File: config.mk
export PLATFORM = sky130hd
export DESIGN_NAME = wol_magic_detect
export DESIGN_NICKNAME = d
export VERILOG_FILES = /design/src/rtl/wol_magic_detect.sv
export SDC_FILE = /design/constraint.sdc
export NUM_CORES = 1
export LEC_CHECK = 0
export ABC_AREA = 1
export BUFFER_PORTS_ARGS = -buffer_cell sky130_fd_sc_hd__buf_2
export CORE_UTILIZATION = 43
export DETAILED_ROUTE_END_ITERATION = 8
export HOLD_SLACK_MARGIN = 0.03
export PLACE_DENSITY_LB_ADDON = 0.2
export SYNTH_ARGS = -nofsm -noshare
export SYNTH_HDL_FRONTEND = slang
export SYNTH_SLANG_ARGS = --single-unit
File: constraint.sdc
create_clock -name clk -period 2.4 [get_ports clk]
set_input_delay 0.36 -clock clk [delete_from_list [all_inputs] [get_ports clk]]
set_output_delay 0.36 -clock clk [all_outputs]
set_load 0.01 [all_outputs]
File: src/rtl/wol_magic_detect.sv
module wol_magic_detect #(
  parameter int PREFIX_LEN  = 6,
  parameter int ADDR_COPIES = 16
) (
  input  logic        clk,
  input  logic        rst_n,
  input  logic        rx_valid,
  input  logic        rx_sof,
  input  logic        rx_eof,
  input  logic [7:0]  rx_data,
  input  logic        rx_fcs_ok,
  input  logic        rx_addr_ok,
  input  logic [47:0] station_addr,
  input  logic        cfg_wr,
  input  logic        cfg_en_in,
  input  logic        cfg_mask_in,
  input  logic        evt_clr,
  output logic        wake_en,
  output logic        wake_evt,
  output logic        wake_irq,
  output logic        fwd_valid,
  output logic        fwd_sof,
  output logic        fwd_eof,
  output logic [7:0]  fwd_data
);
  localparam int PAT_LEN = PREFIX_LEN + 6 * ADDR_COPIES;
  localparam int CW      = $clog2(PAT_LEN + 1);
  localparam logic [CW-1:0] LAST_POS = CW'(PAT_LEN - 1);
  localparam logic [CW-1:0] PRE_POS  = CW'(PREFIX_LEN);

  logic [CW-1:0] pos_q, pos_b;
  logic [2:0]    sidx_q, sidx_b;
  logic          found_q, found_b;
  logic          en_q, mask_q, evt_q, drop_q;
  logic [7:0]    addr_byte, exp_byte;
  logic          byte_ok, hit, wake, drop_now;

  assign pos_b   = rx_sof ? '0 : pos_q;
  assign sidx_b  = rx_sof ? '0 : sidx_q;
  assign found_b = rx_sof ? 1'b0 : found_q;

  always_comb begin
    case (sidx_b)
      3'd0:    addr_byte = station_addr[47:40];
      3'd1:    addr_byte = station_addr[39:32];
      3'd2:    addr_byte = station_addr[31:24];
      3'd3:    addr_byte = station_addr[23:16];
      3'd4:    addr_byte = station_addr[15:8];
      default: addr_byte = station_addr[7:0];
    endcase
  end

  assign exp_byte = (pos_b < PRE_POS) ? 8'hFF : addr_byte;
  assign byte_ok  = (rx_data == exp_byte);
  assign hit      = rx_valid && byte_ok && (pos_b == LAST_POS);
  assign wake     = en_q && rx_valid && rx_eof && (found_b || hit) && rx_fcs_ok && rx_addr_ok;

  always_ff @(posedge clk) begin
    if (!rst_n || !en_q) begin
      pos_q   <= '0;
      sidx_q  <= '0;
      found_q <= 1'b0;
    end else if (rx_valid) begin
      if (rx_eof) begin
        pos_q   <= '0;
        sidx_q  <= '0;
        found_q <= 1'b0;
      end else if (hit) begin
        pos_q   <= '0;
        sidx_q  <= '0;
        found_q <= 1'b1;
      end else if (byte_ok) begin
        pos_q   <= pos_b + 1'b1;
        sidx_q  <= (pos_b < PRE_POS || sidx_b == 3'd5) ? 3'd0 : sidx_b + 3'd1;
        found_q <= found_b;
      end else begin
        if (rx_data == 8'hFF)
          pos_q <= (pos_b == PRE_POS) ? PRE_POS : CW'(1);
        else
          pos_q <= '0;
        sidx_q  <= '0;
        found_q <= found_b;
      end
    end
  end

  always_ff @(posedge clk) begin
    if (!rst_n) begin
      en_q   <= 1'b0;
      mask_q <= 1'b0;
      evt_q  <= 1'b0;
      drop_q <= 1'b0;
    end else begin
      if (wake)        en_q <= 1'b0;
      else if (cfg_wr) en_q <= cfg_en_in;
      if (cfg_wr) mask_q <= cfg_mask_in;
      if (wake)         evt_q <= 1'b1;
      else if (evt_clr) evt_q <= 1'b0;
      if (rx_valid && rx_sof) drop_q <= en_q;
    end
  end

  assign drop_now  = rx_sof ? en_q : drop_q;
  assign fwd_valid = rx_valid && !drop_now;
  assign fwd_sof   = fwd_valid && rx_sof;
  assign fwd_eof   = fwd_valid && rx_eof;
  assign fwd_data  = rx_data;

  assign wake_en  = en_q;
  assign wake_evt = evt_q;
  assign wake_irq = evt_q && mask_q;
endmodule

[Yosys cells after proc, flatten, opt, wreduce, memory -nomap -nowiden]
Index checks and enable logic that the tools add are counted.
Cells by class
  add/sub/neg operators: 2
  $lt $le $gt $ge: 1
  equality and inequality tests: 9
  mux-type cells: 19
  bitwise operators: 1
  reduce and logical (&&, ||, !) cells: 21
Operators with widths (number)
  $pmux 8 s5: 1
  $mux 7: 4
  $mux 3: 7
  $logic_and 1x1->1: 12
  $eq 8x8->1: 1
  $eq 8x8->1 const B: 1
  $mux 8: 1
  $add 7x1->7 const B: 1
  $eq 7x3->1 const B: 1
  $eq 7x7->1 const B: 1
  $lt 7x3->1 const B: 1
  $eq 3x2->1 const B: 2
  $eq 3x3->1 const B: 2
  $mux 1: 6
  $add 3x1->3 const B: 1
  $eq 3x1->1 const B: 1
  $logic_not 1->1: 3
  $logic_not 3->1: 1
  $logic_or 1x1->1: 3
  $reduce_bool 2->1: 1
  $reduce_or 2->1: 1
  $not 1->1: 1
Storage, ports and cells
  bits in registers: 15
  bits of input ports: 67
  output and inout port bits: 14
  logic and storage cells: 60

[Longest topological paths before layout]
Gate-level depths: netlist of run 1.
  depth after elaboration: 12
  depth in mapped cells: 23
  mapped depth without buffers: 21

[Least setup slack after synthesis of run 1]
Ideal clock, no wire load.
  path type: input to register
  start point: input rx_sof
  end point: register pos_q[6]
  library setup time: 0.132 ns
  data arrival time: 2.370 ns
  required time: 2.268 ns
  path slack: -0.102 ns
  stages on the path: 21
  buffers on the path: 2
  cell sequence: buf_6 -> inv_8 -> nand2_1 -> inv_1 -> ha_1 -> ha_1 -> buf_1 -> nor2_1 -> nand3_2 -> nor2_1 -> nor2_1 -> nand2_1 -> nand2_1 -> nand2_1 -> nand2_1 -> nor2_4 -> nand3_1 -> nand2_1 -> inv_1 -> nand2_1 -> a21oi_1
Between the ends
  cells in the longest elaborated chain, start to end: 9
  elaborated cells between the ends (all ways): 18
  classes of those cells: 1 x add/sub; 1 x order compare; 6 x eq/ne; 7 x mux; 3 x reduce/logical
RTL lines
  start, declared: line 8  | input logic rx_sof,
  branches (longest 7 deep; another with $lt 7x3->1)
  $mux 7 *: line 68  | end else if (hit) begin
  $mux 7 *: line 64  | if (rx_eof) begin
  end signal, assigned: line 73  | pos_q <= pos_b + 1'b1;
  end signal, assigned: line 78  | pos_q <= (pos_b == PRE_POS) ? PRE_POS : CW'(1);
  end, declared: line 31  | logic [CW-1:0] pos_q, pos_b;
Mark *: on every way between the ends.
A chain may end at the register's enable or synchronous reset.

[Final worst setup path of run 1]
  start point: register sidx_q[0]
  end point: register pos_q[1]
Between the ends
  cells in the longest elaborated chain, start to end: 9
  elaborated cells between the ends (all ways): 14
  classes of those cells: 5 x eq/ne; 6 x mux; 3 x reduce/logical
RTL lines
  start, declared: line 32  | logic [2:0] sidx_q, sidx_b;
  start signal, assigned: line 74  | sidx_q <= (pos_b < PRE_POS || sidx_b == 3'd5) ? 3'd0 : sidx_b + 3'd1;
  $mux 3 *: line 39  | assign sidx_b = rx_sof ? '0 : sidx_q;
  $eq 3x3->1 (tied with other cells): line 43  | case (sidx_b)
  $pmux 8 s5 *: line 43
  $mux 8 *: line 53  | assign exp_byte = (pos_b < PRE_POS) ? 8'hFF : addr_byte;
  $eq 8x8->1 *: line 54  | assign byte_ok = (rx_data == exp_byte);
  $logic_and 1x1->1 (2 in series): line 55  | assign hit = rx_valid && byte_ok && (pos_b == LAST_POS);
  $mux 7 *: line 68
  $mux 7 *: line 64
Mark *: on every way between the ends. The rest lies on a longest branch, timed or not.

==> results of run 1 <==
[through the flow]
stage	utilization	power (mW)	cell area, um2
2_1_floorplan	-	0.331	1780
3_3_place_gp	0.589	0.402	2240
3_5_place_dp	0.589	0.403	2240
4_1_cts	0.601	0.614	2280
5_1_grt	0.621	0.646	2360
6_report	0.621	0.612	2360
[metal layers]
layer / share of wire / GRT usage / up-vias
li1: - / - / 1147
met1: 0.44 / 0.255 / 896
met2: 0.47 / 0.413 / 81
met3: 0.069 / 0.0207 / 7
met4: 0.021 / 0.0957 / 0
met5: 0 / 0 / -
[worst max path at each step]
stage | start | end | slack [ps]
after CTS | sidx_q[0] | pos_q[1] | 90
after detailed placement | rx_sof | pos_q[2] | -140
after floorplan | rx_sof | pos_q[6] | 2
after global placement | rx_sof | pos_q[2] | -100
final | sidx_q[0] | pos_q[1] | 170
after global routing | sidx_q[0] | pos_q[1] | 1
[cells by family (layout without fill, tap and decap cells)]
family                     count (synthesis)  after routing  synth area share
buffers and inverters                     56            138             0.150
DFF                                       15             15             0.170
xor gates and xnor gates                   3              3            0.0149
and+or+nand+nor                          219            219             0.559
adders and majority gates                  8              8            0.0568
AOI/OAI and AO/OA                         16             16            0.0490
[Yosys cell counts (all sizes together), types with 2 or more instances]
master	n	area [um2]
xnor2	2	17.5
buf	12	91.3
clkbuf	2	7.51
nand4	3	18.8
nand3	41	215
nand2	112	454
a21oi	13	65.1
nor3	6	30.0
nor4	3	18.8
nor2	51	229
ha	8	100
inv	42	165
dfxtp	15	300
[flip-flops by register name, summed over array words and instances (netlist names)]
name      flops
sidx_q        3
found_q       1
wake_en       1
mask_q        1
drop_q        1
wake_evt      1
pos_q         7
[layout make-up]
type,count,area (um2)
Fill cell,388,1440
Inverter,42,165
Clock buffer,4,45.0
Sequential cell,15,303
Multi-Input combinational cell,246,1280
Timing Repair Buffer,92,503
Tap cell,48,60.1
[power breakdown]
part           switching, mW  total, mW  leakage [nW]  internal, mW
registers            0.00228      0.254         0.122         0.252
logic                 0.0772      0.146          1.11        0.0685
clock network         0.0942      0.212        0.0228         0.118
[worst min-delay path: stages]
cell	delay, ps
buf_2	80
nor2_1	40
nor2_1	90
[repair_timing]
| item | CTS | global route |
|---|---|---|
| hold buffers | 0 | 0 |
| endpoints found under the setup margin | 0 | 13 |
| gates resized for setup | 0 | 24 |
==> summary.txt, run 1 <==
CTS
  – CTS root buffer: clkbuf_8
  – Clock slew at reported path FFs: 60 ps
  – CTS tree: yes
  – H-tree levels: 1
  – Clock sinks: 15
  – Setup bufs post-CTS: 0
  – Total CTS buffers: 3
  – Clock Latency Late Sink: 260 ps
  – Clock Tree Buf Depth: 2

Setup path
  – Crit-path slowest cell: dfxtp_2
  – Crit path largest cell delay: 330 ps
  – Delay-heaviest family, CP: simple AND/OR/NAND/NOR gates
  – Levels on crit path: 18
  – Reg2reg start: sidx_q[0]
  – Critical path cell sequence: nand2_2 -> buf_4 -> ha_2 -> buf_4 -> nand3_1 -> nand3_1 -> nor2_2 -> nand2_1 -> nand2_1 -> nand2_1 -> inv_2 -> nand2_1 -> nor2_4 -> nand3_2 -> nand2_2 -> nor2_1 -> nor2_1 -> nor2_1
  – Worst reg2reg endpoint: pos_q[1]
  – WP data arrival: 2360 ps
  – CP Max Fanout: 8
  – Required time of the critical path: 2540 ps
  – Critical path type: register to register
  – CP startpoint kind: register
  – Register-to-register setup slack: 170 ps
  – CP Buf/Inv Count: 3
  – Critical path capture point type: register
  – Crit-path most repeated cell: nand2_1
  – R2r worst-path depth: 18

Placed design
  – Place WS: -143 ps
  – Port bufs: 80
  – Final GP Congestion: 0.928
  – Hpwl dp: 3880 um
  – Inst Count DP: 443

Synth
  – Post-Syn Instances: 317
  – Synth warnings: 0
  – Synth Area per Inst: 5.56 um2
  – Number of enable flip-flop cells after synthesis: 0
  – Register area share after synthesis: 0.170
  – Syn_nets: 392
  – Mapped Area: 1760 um2
  – Register bit total from synthesis: 15
  – Post-synth ARST share: 0
  – Main flop type after synthesis: dfxtp_1
  – Synth cell types: 30

Final layout
  – Commonest non-fill, non-tap cell in the layout: nand2_1
  – Inserted Diodes: 0
  – Nets@finish: 475
  – P&R area growth vs syn: 33.8%
  – Commonest cells after routing, fill and taps aside: 100 x nand2_1, 80 x buf_2, 42 x nor2_1
  – Final Non-Filler Cells: 447
  – Fraction of layout instances using a drive strength above 1: 0.346

Global route
  – Tot GR Track Use: 0.222
  – Initial antenna violation count: 0
  – First-pass GRT wire length: 7550 um
  – Largest net degree at the start of global routing: 17
  – Vias in the first global route: 1864
  – Global route total overflow: 0

Die
  – Die ar.: 4360 um2
  – Die height: 66.0 um
  – Core Region: 3800 um2
  – Chip width: 66.0 um
  – I/O pin cnt: 81
  – Initial Utilization: 0.464
  – # rows: 22

STA
  – Tmin final: 2230 ps
  – Fin Clk Skew: 7.68 ps
  – Slew HR: 0.715
  – RSZ-0062 raised after global routing: false
  – Fin. Hold Viols: 0
  – Setup TNS: 0 ps
  – Max Fclk: 449 MHz
  – Measured slew at the worst slew-check pin: 426 ps
  – WHS: 348 ps
  – Endpoints failing setup: 0
  – Final Worst Setup Slack: 174 ps
  – Final worst-path cycle share: 0.927
  – Max Transition Viols Final: 0

Routing
  – DR WL/cell: 10.7 um
  – Vias: 2131
  – DR pass1 iterations: 5
  – DR iter-0 viols: 89
  – Avg Vias per Cell: 4.77
  – DRC: 0
  – Final wirelength: 4800 um
  – Post-route ant nets: 0

Power and ir drop
  – PD cells: 260 nW/um2
  – P_leak: 1.25 nW
  – Maximum vdd drop: 0.000323 V

Run status
  – Status: finished clean

Hold path
  – Hold Crit Class: primary input to register
  – Hold path startpoint: cfg_mask_in
  – WHS Path Cells: 3
  – Worst Hold End: mask_q

Job
  – Number of max-cap violations: 0
Note: power is estimated with default switching activity, not from simulation.
==> inputs of run 2 (changes only) <==
Settings changed: CORE_UTILIZATION 43 to 48.
Clock period 2.4 ns to 2.05 ns, I/O delays scaled along.
==> run 2 against run 1 <==
The run now ends with setup timing left. Sequential share of layout area shrank 0.83 points. Critical endpoint unchanged. Clock power shrank 17%. Total power grew 6.8%. Maximum frequency shrank 2.7%. Sequential power grew 17%. Register-to-register slack lost 410 ps. Largest cell class unchanged. Worst setup slack lost 410 ps. Cell count grew 3.1%.
==> summary.txt, run 2 (synthesis gave the netlist of run 1 again) <==
Run status
  – Status: complete, but fails checks
  – Failing checks: setup timing

Setup path
  – Critical path cell sequence: nand2_4 -> inv_6 -> ha_4 -> ha_4 -> buf_4 -> nand2_1 -> nand2_1 -> nor2_1 -> nand2_1 -> nand2_1 -> nand2_1 -> inv_2 -> nand2_2 -> nor2_4 -> nand2_4 -> nand2_2 -> nand2_1 -> nor2_1 -> nor2_1 -> nor2_1
  – Critical path capture point type: register
  – Required time of the critical path: 2280 ps
  – Crit-path slowest cell: dfxtp_2
  – WP data arrival: 2520 ps
  – Crit path largest cell delay: 350 ps
  – Critical path type: register to register
  – Crit-path most repeated cell: nand2_1
  – CP Max Fanout: 5
  – CP startpoint kind: register

Global route
  – First-pass GRT wire length: 8560 um
  – Tot GR Track Use: 0.266
  – Largest net degree at the start of global routing: 12
  – Global route total overflow: 0
  – Vias in the first global route: 2033
  – Initial antenna violation count: 0

Routing
  – DRC: 0
  – DR pass1 iterations: 4
  – DR iter-0 viols: 132
  – Avg Vias per Cell: 4.90
  – DR WL/cell: 11.3 um
  – Post-route ant nets: 0
  – Vias: 2261
  – Final wirelength: 5200 um

STA
  – Final worst-path cycle share: 1.12
  – Slew HR: 0.726
  – Max Fclk: 437 MHz
  – Final Worst Setup Slack: -237 ps
  – RSZ-0062 raised after global routing: true
  – Max Transition Viols Final: 0
  – Endpoints failing setup: 13
  – Fin Clk Skew: 4.34 ps
  – Setup TNS: -2630 ps
  – Measured slew at the worst slew-check pin: 410 ps
  – Fin. Hold Viols: 0
  – Tmin final: 2290 ps

Die
  – Initial Utilization: 0.516
  – # rows: 21
  – Core Region: 3420 um2
  – Die ar.: 3920 um2
  – Die height: 62.6 um
  – I/O pin cnt: 81
  – Chip width: 62.6 um

Job
  – Number of max-cap violations: 0

Final layout
  – P&R area growth vs syn: 43.0%
  – Nets@finish: 491
  – Reg with most FFs: pos_q
  – Inserted Diodes: 0
  – Fraction of layout instances using a drive strength above 1: 0.395
  – Commonest non-fill, non-tap cell in the layout: nand2_1
  – Largest regs: pos_q (7), sidx_q (3)
  – Commonest cells after routing, fill and taps aside: 96 x nand2_1, 81 x buf_2, 38 x nand3_1
  – Largest register FFs: 7
  – Fin area: 2520 um2

CTS
  – CTS root buffer: clkbuf_4
  – Clock sinks: 15
  – Clock slew at reported path FFs: 90 ps
  – Clock Latency Late Sink: 290 ps
  – H-tree levels: 1
  – Hold Buf Count CTS: 0
  – Clock Tree Buf Depth: 2
  – Total CTS buffers: 3
  – CTS tree: yes

Placed design
  – Port bufs: 80
  – Hpwl dp: 3940 um
  – Final GP Congestion: 1.03
  – Area after detailed placement: 2350 um2

Hold path
  – Hold Crit Class: primary input to register

Power and ir drop
  – PD cells: 259 nW/um2
  – Maximum vdd drop: 0.000341 V
  – Final Power: 0.654 mW
  – P_leak: 1.34 nW
-- run 2: where the power goes --
part	total (mW)	switching, mW	internal (mW)
Combinational	0.180	0.0974	0.0830
Clock	0.176	0.104	0.0727
Sequential	0.297	0.00230	0.295
-- run 2: critical path, delay by kind of cell (launching register included) --
family | cells | cell delay [ps]
simple gates | 15 | 1290
buf+inv | 3 | 240
flops | 1 | 350
fa+ha+maj | 2 | 330
-- run 2: through the flow --
step	instances	setup WS [ps]	hold slack, ps	util
after floorplan	317	-123	430	-
after global placement	450	-318	458	0.688
after detailed placement	450	-333	461	0.688
after CTS	456	-82.9	227	0.710
after global routing	461	-389	250	0.738
final	461	-237	230	0.738
-- run 2: metal layers --
layer / vias up / GRT usage / wire length [um]
li1: 1180 / - / -
met1: 960 / 0.323 / 2150
met2: 99 / 0.474 / 2520
met3: 22 / 0.0201 / 334
met4: 0 / 0.119 / 191
met5: - / 0 / 0
-- run 2: repair_timing --
action                     4_1_cts  5_1_grt
pin swaps                        6       15
setup endpoints to repair       13       13
resized for setup               15       14
setup buffers                    2        5
-- run 2: path summary, 6_finish.rpt --
path,from,endpoint,slack [ps],cells after the start
worst min register to register,drop_q,drop_q,480,2
worst max-delay path,sidx_q[0],pos_q[1],-240,20
worst min-delay path,cfg_mask_in,mask_q,230,3
worst max register to register,sidx_q[0],pos_q[1],-240,20
-- run 2: layout make-up --
| class | instances | area, um2 |
|---|---|---|
| Timing Repair Buffer | 108 | 608 |
| Clock inverter | 1 | 5.00 |
| Inverter | 42 | 180 |
| Sequential cell | 15 | 303 |
| Multi-Input combinational cell | 246 | 1350 |
| Tap cell | 46 | 57.6 |
| Clock buffer | 3 | 22.5 |
| Fill cell | 312 | 895 |
